==> config.mk <==
export PLATFORM = sky130hd
export DESIGN_NAME = xfer_count_status
export DESIGN_NICKNAME = d
export VERILOG_FILES = /design/src/rtl/xcs_pkg.sv /design/src/rtl/xcs_step_dec.sv /design/src/rtl/xcs_count_reg.sv /design/src/rtl/xcs_status_reg.sv /design/src/rtl/xfer_count_status.sv
export SDC_FILE = /design/constraint.sdc
export NUM_CORES = 1
export LEC_CHECK = 0
export BUFFER_PORTS_ARGS = -buffer_cell sky130_fd_sc_hd__buf_2
export CORE_UTILIZATION = 44
export CTS_BUF_LIST = sky130_fd_sc_hd__clkbuf_2 sky130_fd_sc_hd__clkbuf_4 sky130_fd_sc_hd__clkbuf_8
export DETAILED_ROUTE_END_ITERATION = 6
export PLACE_DENSITY_LB_ADDON = 0.12
export SYNTH_ARGS = -nofsm -noshare
export SYNTH_HDL_FRONTEND = slang
export SYNTH_SLANG_ARGS = --single-unit
==> constraint.sdc <==
create_clock -name clk -period 8.1 [get_ports clk]
set_input_delay 2.025 -clock clk [delete_from_list [all_inputs] [get_ports clk]]
set_output_delay 2.025 -clock clk [all_outputs]
set_load 0.05 [all_outputs]
==> src/rtl/xcs_pkg.sv <==
// Package: shared types and field positions for the transfer count/status unit.
// Assumes a 24-bit count field and an 8-bit status byte in one register.
package xcs_pkg;

    // Access size code supplied by the transfer sequencer.
    typedef enum logic [1:0] {
        ACC_BYTE = 2'd0,
        ACC_WORD = 2'd1,
        ACC_LONG = 2'd2,
        ACC_LINE = 2'd3
    } acc_size_e;

    localparam int STAT_W      = 8;
    localparam int STEP_W      = 5;   // wide enough for a 16-byte step
    localparam int ST_DONE_BIT = 0;   // register bit 24
    localparam int ST_BSY_BIT  = 1;   // register bit 25
    localparam int ST_CE_BIT   = 6;   // register bit 30

endpackage

==> src/rtl/xcs_step_dec.sv <==
// Module: turns an access size into the byte step and judges whether the
// low bits of a count fit that size. Purely combinational.
// Assumes the count's low four bits are enough to test alignment up to 16.
module xcs_step_dec
    import xcs_pkg::*;
(
    input  acc_size_e          size_i,
    input  logic [3:0]         cnt_low_i,
    output logic [STEP_W-1:0]  step_o,
    output logic               misaligned_o
);

    logic [3:0] low_mask;

    // Map size code to step and the mask of count bits that must be zero.
    always_comb begin
        unique case (size_i)
            ACC_BYTE: begin step_o = STEP_W'(1);  low_mask = 4'b0000; end
            ACC_WORD: begin step_o = STEP_W'(2);  low_mask = 4'b0001; end
            ACC_LONG: begin step_o = STEP_W'(4);  low_mask = 4'b0011; end
            default:  begin step_o = STEP_W'(16); low_mask = 4'b1111; end
        endcase
    end

    // Any set bit under the mask means the count is not a size multiple.
    always_comb misaligned_o = |(cnt_low_i & low_mask);

endmodule

==> src/rtl/xcs_count_reg.sv <==
// Module: remaining-byte counter. Software loads it bytewise while the
// channel is idle; while locked (busy) it only steps down on completions.
// Assumes CNT_W is a multiple of 8 and the sequencer stops at zero
// (an oversized step saturates at zero rather than wrapping).
module xcs_count_reg
    import xcs_pkg::*;
#(
    parameter int CNT_W = 24,
    localparam int NB   = CNT_W / 8
)(
    input  logic               clk,
    input  logic               rst_n,
    input  logic               wr_en_i,
    input  logic [NB-1:0]      wr_strb_i,
    input  logic [CNT_W-1:0]   wr_data_i,
    input  logic               lock_i,
    input  logic               dec_i,
    input  logic [STEP_W-1:0]  step_i,
    output logic [CNT_W-1:0]   cnt_o,
    output logic               zero_o,
    output logic               last_o
);

    logic [CNT_W-1:0] cnt_q;
    logic [CNT_W-1:0] step_ext;

    // Widen the step to count width.
    always_comb step_ext = CNT_W'(step_i);

    // Count update: decrement while locked, byte-lane load while idle.
    always_ff @(posedge clk) begin
        if (!rst_n) begin
            cnt_q <= '0;
        end else if (lock_i) begin
            if (dec_i) begin
                cnt_q <= (cnt_q <= step_ext) ? '0 : cnt_q - step_ext;
            end
        end else if (wr_en_i) begin
            for (int b = 0; b < NB; b++) begin
                if (wr_strb_i[b]) cnt_q[8*b +: 8] <= wr_data_i[8*b +: 8];
            end
        end
    end

    // Flags consumed by the status logic.
    always_comb begin
        cnt_o  = cnt_q;
        zero_o = (cnt_q == '0);
        last_o = (cnt_q <= step_ext);
    end

    AST_LOCKED_HOLD: assert property (@(posedge clk) disable iff (!rst_n)
        (lock_i && !dec_i) |=> $stable(cnt_q));
    AST_DEC_BY_STEP: assert property (@(posedge clk) disable iff (!rst_n)
        (lock_i && dec_i && cnt_q > step_ext) |=> (cnt_q == $past(cnt_q) - $past(step_ext)));
    AST_IDLE_NO_DEC: assert property (@(posedge clk) disable iff (!rst_n)
        (!lock_i && !wr_en_i) |=> $stable(cnt_q));

endmodule

==> src/rtl/xcs_status_reg.sv <==
// Module: status byte and latched access size. Hardware sets BSY, DONE or
// CFG_ERR in response to start and completion events; software may only
// act through DONE, where a one clears the whole byte.
// Assumes start is honoured only when the byte is all zero (armed).
module xcs_status_reg
    import xcs_pkg::*;
(
    input  logic               clk,
    input  logic               rst_n,
    input  logic               sw_wr_i,
    input  logic [STAT_W-1:0]  sw_data_i,
    input  logic               start_i,
    input  acc_size_e          size_i,
    input  logic               misaligned_i,
    input  logic               cnt_zero_i,
    input  logic               dec_i,
    input  logic               last_i,
    output logic [STAT_W-1:0]  stat_o,
    output logic               busy_o,
    output acc_size_e          size_o
);

    logic [STAT_W-1:0] stat_q, stat_d;
    acc_size_e         size_q;
    logic              armed, sw_clear, start_ok;

    // Decode the software clear and whether a start is accepted.
    always_comb begin
        armed    = (stat_q == '0);
        sw_clear = sw_wr_i && sw_data_i[ST_DONE_BIT];
        start_ok = start_i && armed && !sw_clear;
    end

    // Next-state of the status byte; a software clear wins over events.
    always_comb begin
        stat_d = stat_q;
        if (sw_clear) begin
            stat_d = '0;
        end else if (start_ok) begin
            if (misaligned_i)    stat_d[ST_CE_BIT]   = 1'b1;
            else if (cnt_zero_i) stat_d[ST_DONE_BIT] = 1'b1;
            else                 stat_d[ST_BSY_BIT]  = 1'b1;
        end else if (stat_q[ST_BSY_BIT] && dec_i && last_i) begin
            stat_d[ST_BSY_BIT]  = 1'b0;
            stat_d[ST_DONE_BIT] = 1'b1;
        end
    end

    // Status register.
    always_ff @(posedge clk) begin
        if (!rst_n) stat_q <= '0;
        else        stat_q <= stat_d;
    end

    // Access size latched on an accepted start for use during the transfer.
    always_ff @(posedge clk) begin
        if (!rst_n)        size_q <= ACC_BYTE;
        else if (start_ok) size_q <= size_i;
    end

    // Outputs.
    always_comb begin
        stat_o = stat_q;
        busy_o = stat_q[ST_BSY_BIT];
        size_o = size_q;
    end

    AST_CE_EXCL_BSY: assert property (@(posedge clk) disable iff (!rst_n)
        !(stat_q[ST_CE_BIT] && stat_q[ST_BSY_BIT]));
    AST_DONE_ON_ZERO: assert property (@(posedge clk) disable iff (!rst_n)
        $rose(stat_q[ST_DONE_BIT]) |-> cnt_zero_i);
    AST_CLEAR_ALL: assert property (@(posedge clk) disable iff (!rst_n)
        sw_clear |=> (stat_q == '0));
    AST_RO_WRITE: assert property (@(posedge clk) disable iff (!rst_n)
        (sw_wr_i && sw_data_i != '0 && !sw_data_i[ST_DONE_BIT] && !start_i && !dec_i)
        |=> $stable(stat_q));
    AST_START_UNARMED: assert property (@(posedge clk) disable iff (!rst_n)
        (start_i && !armed && !sw_clear && !stat_q[ST_BSY_BIT]) |=> $stable(stat_q));

endmodule

==> src/rtl/xfer_count_status.sv <==
// Module (top): one DMA channel's byte count and status in one 32-bit
// register. Wires the count register, status register and size decoder,
// forms the register read view and the transfer permit.
// Assumes the sequencer stops issuing completions when permit drops.
module xfer_count_status
    import xcs_pkg::*;
#(
    parameter int CNT_W  = 24,
    localparam int REG_W = CNT_W + STAT_W,
    localparam int NBC   = CNT_W / 8,
    localparam int NBR   = REG_W / 8
)(
    input  logic              clk,
    input  logic              rst_n,
    input  logic              reg_wr_en,
    input  logic [NBR-1:0]    reg_wr_strb,
    input  logic [REG_W-1:0]  reg_wr_data,
    output logic [REG_W-1:0]  reg_rd_data,
    input  logic              seq_start,
    input  logic [1:0]        seq_size,
    input  logic              seq_wr_done,
    output logic              xfer_permit
);

    logic [CNT_W-1:0]  cnt;
    logic              cnt_zero, cnt_last;
    logic [STAT_W-1:0] stat;
    logic              busy;
    acc_size_e         size_lat, size_in, size_sel;
    logic [STEP_W-1:0] step;
    logic              misaligned;
    logic              stat_wr;

    // Input size as enum; the decoder sees the latched size while busy.
    always_comb begin
        size_in  = acc_size_e'(seq_size);
        size_sel = busy ? size_lat : size_in;
        stat_wr  = reg_wr_en && reg_wr_strb[NBC];
    end

    xcs_step_dec i_step_dec (
        .size_i       (size_sel),
        .cnt_low_i    (cnt[3:0]),
        .step_o       (step),
        .misaligned_o (misaligned)
    );

    xcs_count_reg #(.CNT_W(CNT_W)) i_count (
        .clk       (clk),
        .rst_n     (rst_n),
        .wr_en_i   (reg_wr_en),
        .wr_strb_i (reg_wr_strb[NBC-1:0]),
        .wr_data_i (reg_wr_data[CNT_W-1:0]),
        .lock_i    (busy),
        .dec_i     (seq_wr_done),
        .step_i    (step),
        .cnt_o     (cnt),
        .zero_o    (cnt_zero),
        .last_o    (cnt_last)
    );

    xcs_status_reg i_status (
        .clk          (clk),
        .rst_n        (rst_n),
        .sw_wr_i      (stat_wr),
        .sw_data_i    (reg_wr_data[REG_W-1:CNT_W]),
        .start_i      (seq_start),
        .size_i       (size_in),
        .misaligned_i (misaligned),
        .cnt_zero_i   (cnt_zero),
        .dec_i        (seq_wr_done),
        .last_i       (cnt_last),
        .stat_o       (stat),
        .busy_o       (busy),
        .size_o       (size_lat)
    );

    // Register read view and permit toward the sequencer.
    always_comb begin
        reg_rd_data = {stat, cnt};
        xfer_permit = busy && !stat[ST_CE_BIT];
    end

    AST_PERMIT_NOT_CE: assert property (@(posedge clk) disable iff (!rst_n)
        stat[ST_CE_BIT] |-> !xfer_permit);
    AST_BYTE_NO_CE: assert property (@(posedge clk) disable iff (!rst_n)
        (seq_start && size_in == ACC_BYTE && stat == '0 && !stat_wr) |=> !stat[ST_CE_BIT]);
    AST_START_BUSY: assert property (@(posedge clk) disable iff (!rst_n)
        $rose(busy) |-> xfer_permit);

endmodule

==> results of run 1 <==
==> final timing paths <==
kind,from,end,slack [ns]
worst max-delay path,seq_size[0],i_count.cnt_o[19],3.23
worst min-delay path,i_status.size_o[0],i_status.size_o[0],0.49
worst max register to register,i_status.stat_o[1],i_count.cnt_o[19],4.32
worst min register to register,i_status.size_o[0],i_status.size_o[0],0.49
==> final cells by class <==
cell class	count	area share, %
clock buffers	8	3.64
inverters	7	1.05
multi-input cells	219	56.5
flip-flops and latches	29	23.1
well taps	52	2.59
repair buffers	65	13.2
==> cell families (layout without fill, tap and decap cells) <==
group / count (synthesis) / after routing / share of synthesized area [%]
other: 1 / 5 / 0.178
adder cells (fa/ha/maj): 5 / 5 / 3.33
multiplexers: 8 / 8 / 3.98
XOR/XNOR: 2 / 2 / 0.832
AO/OA/AOI/OAI: 89 / 89 / 28.9
buffers and inverters: 26 / 80 / 5.82
flip-flops: 29 / 29 / 27.6
AND/OR/NAND/NOR: 110 / 110 / 29.4
==> synthesized netlist by cell type (all sizes together), types with 5 or more instances <==
cell type	count	area, µm²
or4	6	52.6
nor2	27	104
or3	8	61.3
nor3	9	45.0
o22ai	6	37.5
mux2i	5	50.1
o21ai	14	70.1
dfxtp	29	581
nor4	8	65.1
a221oi	7	61.3
a32oi	6	52.6
nor2b	5	31.3
clkbuf	11	41.3
nor3b	5	37.5
nand3	6	30.0
buf	8	55.1
a21oi	26	134
inv	6	22.5
nand2	19	71.3
nand2b	5	31.3
==> cells in the final DEF, fill, tap and decap left out, types with 6 or more instances in the layout <==
cell,n
sky130_fd_sc_hd__a21oi_1,25
sky130_fd_sc_hd__a221oi_1,7
sky130_fd_sc_hd__a32oi_1,6
sky130_fd_sc_hd__buf_2,63
sky130_fd_sc_hd__dfxtp_1,29
sky130_fd_sc_hd__inv_1,6
sky130_fd_sc_hd__nand2_1,19
sky130_fd_sc_hd__nand3_1,6
sky130_fd_sc_hd__nor2_1,26
sky130_fd_sc_hd__nor3_1,9
sky130_fd_sc_hd__nor4_1,7
sky130_fd_sc_hd__o21ai_0,11
sky130_fd_sc_hd__o22ai_1,6
==> worst max-delay path, stage by stage <==
cell and delay (ns):
sky130_fd_sc_hd__buf_2 0.10, sky130_fd_sc_hd__mux2_2 0.30, sky130_fd_sc_hd__nor2_1 0.15, sky130_fd_sc_hd__ha_1 0.19, sky130_fd_sc_hd__inv_1 0.06, sky130_fd_sc_hd__fa_1 0.40, sky130_fd_sc_hd__a211oi_1 0.54, sky130_fd_sc_hd__o21ba_2 0.28
sky130_fd_sc_hd__o2111a_2 0.34, sky130_fd_sc_hd__nor2_2 0.19, sky130_fd_sc_hd__a221oi_1 0.38, sky130_fd_sc_hd__nor2_1 0.08
==> where the power goes <==
part | leakage, nW | switching [mW] | internal [mW]
Sequential | 0.238 | 0.0294 | 0.165
Clock | 0.0498 | 0.0572 | 0.0710
Combinational | 0.811 | 0.285 | 0.141
==> flip-flops by register name (all words and copies together), names as in the netlist <==
register / count
i_count.cnt_o: 24
i_status.size_o: 2
i_status.stat_o: 3
==> stage by stage <==
step	power, mW	setup slack [ns]
final	0.748	3.23
after global routing	0.799	3.01
after CTS	0.746	3.25
after detailed placement	0.618	2.97
after global placement	0.616	3.00
after floorplan	0.527	3.44
==> layer usage <==
metal | part of all wire (%) | track usage [%] | vias to the layer above
li1 | - | - | 1143
met1 | 47 | 35.6 | 1065
met2 | 44 | 38.6 | 106
met3 | 7.3 | 3.42 | 9
met4 | 1.2 | 8.00 | 0
met5 | 0 | 0 | -
==> Flow_metrics.wiki, run 1 <==
{| class="wikitable"
! Metric !! Value
|-
| Run status || finished, violations left
|-
| Violated checks || DRC
|-
| Max-slew violation count || 0
|-
| Clock Root Buffer || sky130_fd_sc_hd__clkbuf_8
|-
| DRC marker count from the first detailed-route iteration || 172
|-
| Total clock buffers created by CTS || 5
|-
| Number of global-route vias before repair || slightly above 2000
|-
| Global-route wire length before repair || approximately 10 mm
|-
| Routed via count || about 2300
|-
| Share of synthesized flip-flops with an asynchronous set or reset || 0%
|-
| Worst endpoint required time || 8.26 ns
|-
| Detail-routed net length per standard cell || 16.0 µm
|-
| Number of enable-type register cells in the synthesized netlist || 0
|-
| Routability congestion estimate from global placement || approximately 0.84
|-
| Ratio of routed vias to standard cells || 6.11
|-
| Top flip-flop cell by instance count after synthesis || sky130_fd_sc_hd__dfxtp_1
|-
| Postcts setup bufs || 0
|-
| Post-Synthesis Cell Area || 0.00211 mm²
|-
| Number of flip-flops and latches in the synthesized netlist || 29
|-
| Filler-free cell count of the finished design || 380
|-
| Hold violation count in the final report || 0
|-
| Critical Path End Type || register
|-
| Worst relative slew slack || between 40% and 50%
|-
| Clock insertion delay at the later pin of the skew report || roughly 0.29 ns
|-
| Synthesized instance count || 270
|-
| Layout Skew || between 0.006 and 0.007 ns
|-
| Worst hold-check path type || register to register
|-
| Maximum number of pins on one net before global-route repair || 27
|-
| Category of the most critical setup path || primary input to register
|-
| Placed Area || between 0.002 and 0.0025 mm²
|-
| Boundary pin count || 76
|-
| Starting Density || 47.1%
|-
| Max-capacitance violation count || 0
|-
| Placed cell count || between 300 and 400
|-
| DRC violation count after routing || 7
|-
| Finished Core Util || between 50% and 60%
|-
| Leakage dissipation || about 1.1 nW
|-
| Fraction of final layout cells with drive strength greater than 1 || a little over a quarter
|-
| Crit-path max FO || 16
|-
| FF-to-FF path depth || 12
|-
| Area growth from synthesis to layout || 19.3%
|-
| Die width || between 70 and 80 µm
|-
| Area of the multi-input gates || ~0.0014 mm²
|-
| Clock tree from TritonCTS || done
|-
| Storage element area || between 500 and 600 µm²
|-
| Initial antenna violation count || 0
|-
| Worst hold slack after final layout || 0.490 ns
|-
| Peak clock frequency supported by timing || about 0.21 GHz
|-
| Area of the die || between 0.005 and 0.006 mm²
|-
| Half-perimeter wire length after placement || 4.22 mm
|-
| Signal arrival time at the worst endpoint || 5.02 ns
|-
| Overflow after GRT || 0
|-
| Clock transition at the register clock pins on the worst setup and hold paths after CTS || 0.07 ns
|-
| Setup violators final || 0
|-
| Diode count || 0
|-
| Worst Hold Path Cells || 2
|-
| Part of the Yosys area used for sequential elements || roughly 28%
|-
| Avg Cell Area, Syn || 7.80 µm²
|-
| Clk sinks || 29
|-
| Unrepaired setup endpoints after global routing || no
|-
| Fin crit period || roughly 4.9 ns
|-
| Number of optimization iterations in the first detailed-route pass || 7
|-
| Max rail drop VDD || 0.136 mV
|-
| Yosys Warn Count || 0
|-
| CTS resizes || 0
|-
| CTS max path bufs || 2
|-
| Final instance area || 0.00251 mm²
|-
| Period Utilization, post-route || between 60% and 70%
|-
| Post-CTS Hold Fix Bufs || 0
|-
| Kind of launch point of the worst setup path || primary input
|-
| Number of nets in the layout || around 380
|-
| Cell area power density || 298 mW/mm²
|-
| Number of H-tree levels || 2
|-
| Standard-cell rows || 24
|-
| Number of inserted filler cells in the final layout || 463
|-
| Core outline area || between 0.004 and 0.005 mm²
|-
| Final wirelength || around 6.1 mm
|-
| Post-detailed-route count of antenna-violating nets || 0
|-
| Count of buffers from port buffering || 63
|-
| Slew at the pin closest to its max-slew limit || around 0.83 ns
|-
| Vertical die dimension || about 71 µm
|-
| Setup TNS || 0 ns
|-
| Cell variety after synth || 62
|-
| Total track usage || between 20% and 30%
|}
(Power assumes the default switching activity.)
==> run 2: changes to the inputs <==
Clock period 8.1 ns to 4.11 ns, I/O delays scaled along.
==> run 2 against run 1 <==
  * Hold slack improved by 0.013 ns
  * Flip-flop and latch count did not move
  * Critical path depth is the same
  * Clock power up 150%
  * Sequential power is 98% higher
  * Combinational power increased by 100%
  * The run still ends with DRC left
  * First-iteration DRC count down 17%
==> Flow_metrics.wiki, run 2 (synthesis results as in run 1) <==
{| class="wikitable"
! Metric !! Value
|-
| Diode count || 0 (unchanged)
|-
| Starting Density || 47.1% (unchanged)
|-
| DRC marker count from the first detailed-route iteration || 142 (-17%)
|-
| Clock transition at the register clock pins on the worst setup and hold paths after CTS || 0.07 ns (about the same)
|-
| Worst path cell trace || buf_2 -> mux2_2 -> nor2_1 -> ha_1 -> inv_1 -> fa_1 -> a211oi_1 -> buf_4 -> o21ai_1 -> or4_1 -> o311ai_0 -> o221ai_1
|-
| Flip-flop count of the largest register after layout || 24 (unchanged)
|-
| Slew at the pin closest to its max-slew limit || 0.830 ns (-0.00270 ns)
|-
| Standard-cell rows || 24 (unchanged)
|-
| Period Utilization, post-route || between 80 and 90%
|-
| Maximum number of pins on one net before global-route repair || 26 (-3.7%)
|-
| Count of buffers from port buffering || 63 (unchanged)
|-
| Category of the most critical setup path || primary input to register
|-
| Filler-free cell count of the finished design || 383 (+0.79%)
|-
| Ratio of routed vias to standard cells || 6.02 (-1.5%)
|-
| Run status || finished, violations left
|-
| Critical Path End Type || register
|-
| Max-capacitance violation count || 0 (unchanged)
|-
| Vertical die dimension || 71.2 µm (unchanged)
|-
| Number of global-route vias before repair || 2087 (+1.3%)
|-
| Half-perimeter wire length after placement || 4.30 mm (+1.9%)
|-
| Timing startpoint of the critical path || seq_size[0]
|-
| CTS resizes || 0 (unchanged)
|-
| Kind of launch point of the worst setup path || primary input
|-
| DRC violation count after routing || 7 (unchanged)
|-
| Worst hold-check path type || register to register
|-
| Number of H-tree levels || 2 (unchanged)
|-
| Total track usage || 25.6% (+0.71 points)
|-
| Standard cell with the maximum stage delay on the critical path || sky130_fd_sc_hd__or4_1
|-
| Cell area power density || 610 mW/mm² (+100%)
|-
| Hold violation count in the final report || 0 (unchanged)
|-
| Post-detailed-route count of antenna-violating nets || 0 (unchanged)
|-
| Peak per-stage delay on the critical path || 0.52 ns (-0.02 ns)
|-
| Commonest cells after routing, fill and taps aside || 63 x sky130_fd_sc_hd__buf_2, 29 x sky130_fd_sc_hd__dfxtp_1, 26 x sky130_fd_sc_hd__nor2_1, 25 x sky130_fd_sc_hd__a21oi_1, 19 x sky130_fd_sc_hd__nand2_1
|-
| Leakage dissipation || 1.12 nW (+2.4%)
|-
| Violated checks || DRC
|-
| FF-to-FF path depth || 11 (-1)
|-
| Area of the die || 0.00507 mm² (unchanged)
|-
| Area growth from synthesis to layout || 21.7%
|-
| Overflow after GRT || 0 (unchanged)
|-
| Clock Root Buffer || sky130_fd_sc_hd__clkbuf_8
|-
| Most common library cell in the layout ignoring fill and taps || sky130_fd_sc_hd__buf_2
|-
| Placed cell count || 375 (+0.81%)
|-
| Unrepaired setup endpoints after global routing || no
|-
| Signal arrival time at the worst endpoint || 3.77 ns (-1.25 ns)
|-
| Max-slew violation count || 0 (unchanged)
|-
| Post-CTS Hold Fix Bufs || 0 (unchanged)
|-
| CTS max path bufs || 2 (unchanged)
|-
| End of the critical path || i_count.cnt_o[18]
|-
| Source of the worst register-to-register timing path || i_status.stat_o[1]
|-
| Clk sinks || 29 (unchanged)
|-
| Global-route wire length before repair || 10.2 mm (+2.0%)
|-
| Clock tree from TritonCTS || done
|-
| Number of nets in the layout || 378 (+0.80%)
|-
| Clock insertion delay at the later pin of the skew report || 0.29 ns (about the same)
|-
| Capturing point of the worst reg2reg path || i_count.cnt_o[18]
|-
| Core outline area || 0.00447 mm² (unchanged)
|-
| Fin crit period || 3.61 ns
|-
| Routed via count || 2307 (-0.69%)
|-
| Setup TNS || 0 ns (unchanged)
|-
| Die width || 71.2 µm (unchanged)
|-
| Initial antenna violation count || 0 (unchanged)
|-
| Final wirelength || 6.10 mm (about the same)
|-
| Fraction of final layout cells with drive strength greater than 1 || 28.1% (+0.66 points)
|-
| Total clock buffers created by CTS || 5 (unchanged)
|-
| Layout Skew || 0.0101 ns (+0.00324 ns)
|-
| Routability congestion estimate from global placement || 0.830 (-1.1%)
|-
| Worst endpoint required time || 4.27 ns (-3.99 ns)
|-
| Setup violators final || 0 (unchanged)
|-
| Internal reg-to-reg setup slack || 0.86 ns (-3.46 ns)
|-
| Postcts setup bufs || 0 (unchanged)
|-
| Crit-path max FO || 5 (-11)
|-
| Worst relative slew slack || 44.7% (+0.18 points)
|-
| Peak clock frequency supported by timing || 0.277 GHz
|-
| Boundary pin count || 76 (unchanged)
|-
| Detail-routed net length per standard cell || 15.9 µm (-0.77%)
|-
| Number of optimization iterations in the first detailed-route pass || 7 (unchanged)
|-
| Max rail drop VDD || 0.279 mV (+110%)
|}
[run 2: cell type report]
| cell class | count | area, µm² |
|---|---|---|
| clock inverters | 1 | 30.0 |
| well taps | 52 | 65.1 |
| inverters | 7 | 26.3 |
| multi-input cells | 219 | 1420 |
| flip-flops and latches | 29 | 581 |
| repair buffers | 68 | 353 |
| clock buffers | 7 | 90.1 |
| fillers | 454 | 1910 |
[run 2: power breakdown]
| group | internal (mW) | total (mW) | switching, mW |
|---|---|---|---|
| combinational | 0.291 | 0.861 | 0.570 |
| clock | 0.204 | 0.319 | 0.115 |
| sequential | 0.325 | 0.385 | 0.0599 |
[run 2: worst min-delay path by stage]
stage,startpoint,endpoint,slack (ns),depth (start not counted)
floorplan,i_status.size_o[0],i_status.size_o[0],0.46,2
global placement,i_status.size_o[0],i_status.size_o[0],0.47,2
detailed placement,i_status.size_o[0],i_status.size_o[0],0.49,2
CTS,i_status.size_o[0],i_status.size_o[0],0.51,2
global route,i_status.size_o[0],i_status.size_o[0],0.54,2
finish,i_status.size_o[0],i_status.size_o[0],0.50,2
[run 2: stage by stage]
stage	setup slack [ns]	total power [mW]	instance area, µm²	util (%)	hold slack, ns
after floorplan	0.448	1.04	2120	-	0.458
after global placement	0.239	1.23	2440	54.6	0.475
after detailed placement	0.209	1.24	2440	54.6	0.494
after CTS	0.516	1.56	2560	57.3	0.508
after global routing	0.310	1.67	2560	57.3	0.543
final	0.500	1.56	2560	57.3	0.503
[run 2: critical path: cells and delay by family]
family | cells | cell delay (ns)
AO/OA/AOI/OAI | 4 | 0.85
AND/OR/NAND/NOR | 2 | 0.68
adder cells (fa/ha/maj) | 2 | 0.59
buffers and inverters | 3 | 0.33
multiplexers | 1 | 0.29
[run 2: layer usage]
metal	part of all wire [%]	track usage, %
met5	0	0
met4	1.0	8.00
met3	6.3	4.42
met2	44	39.5
met1	49	36.4
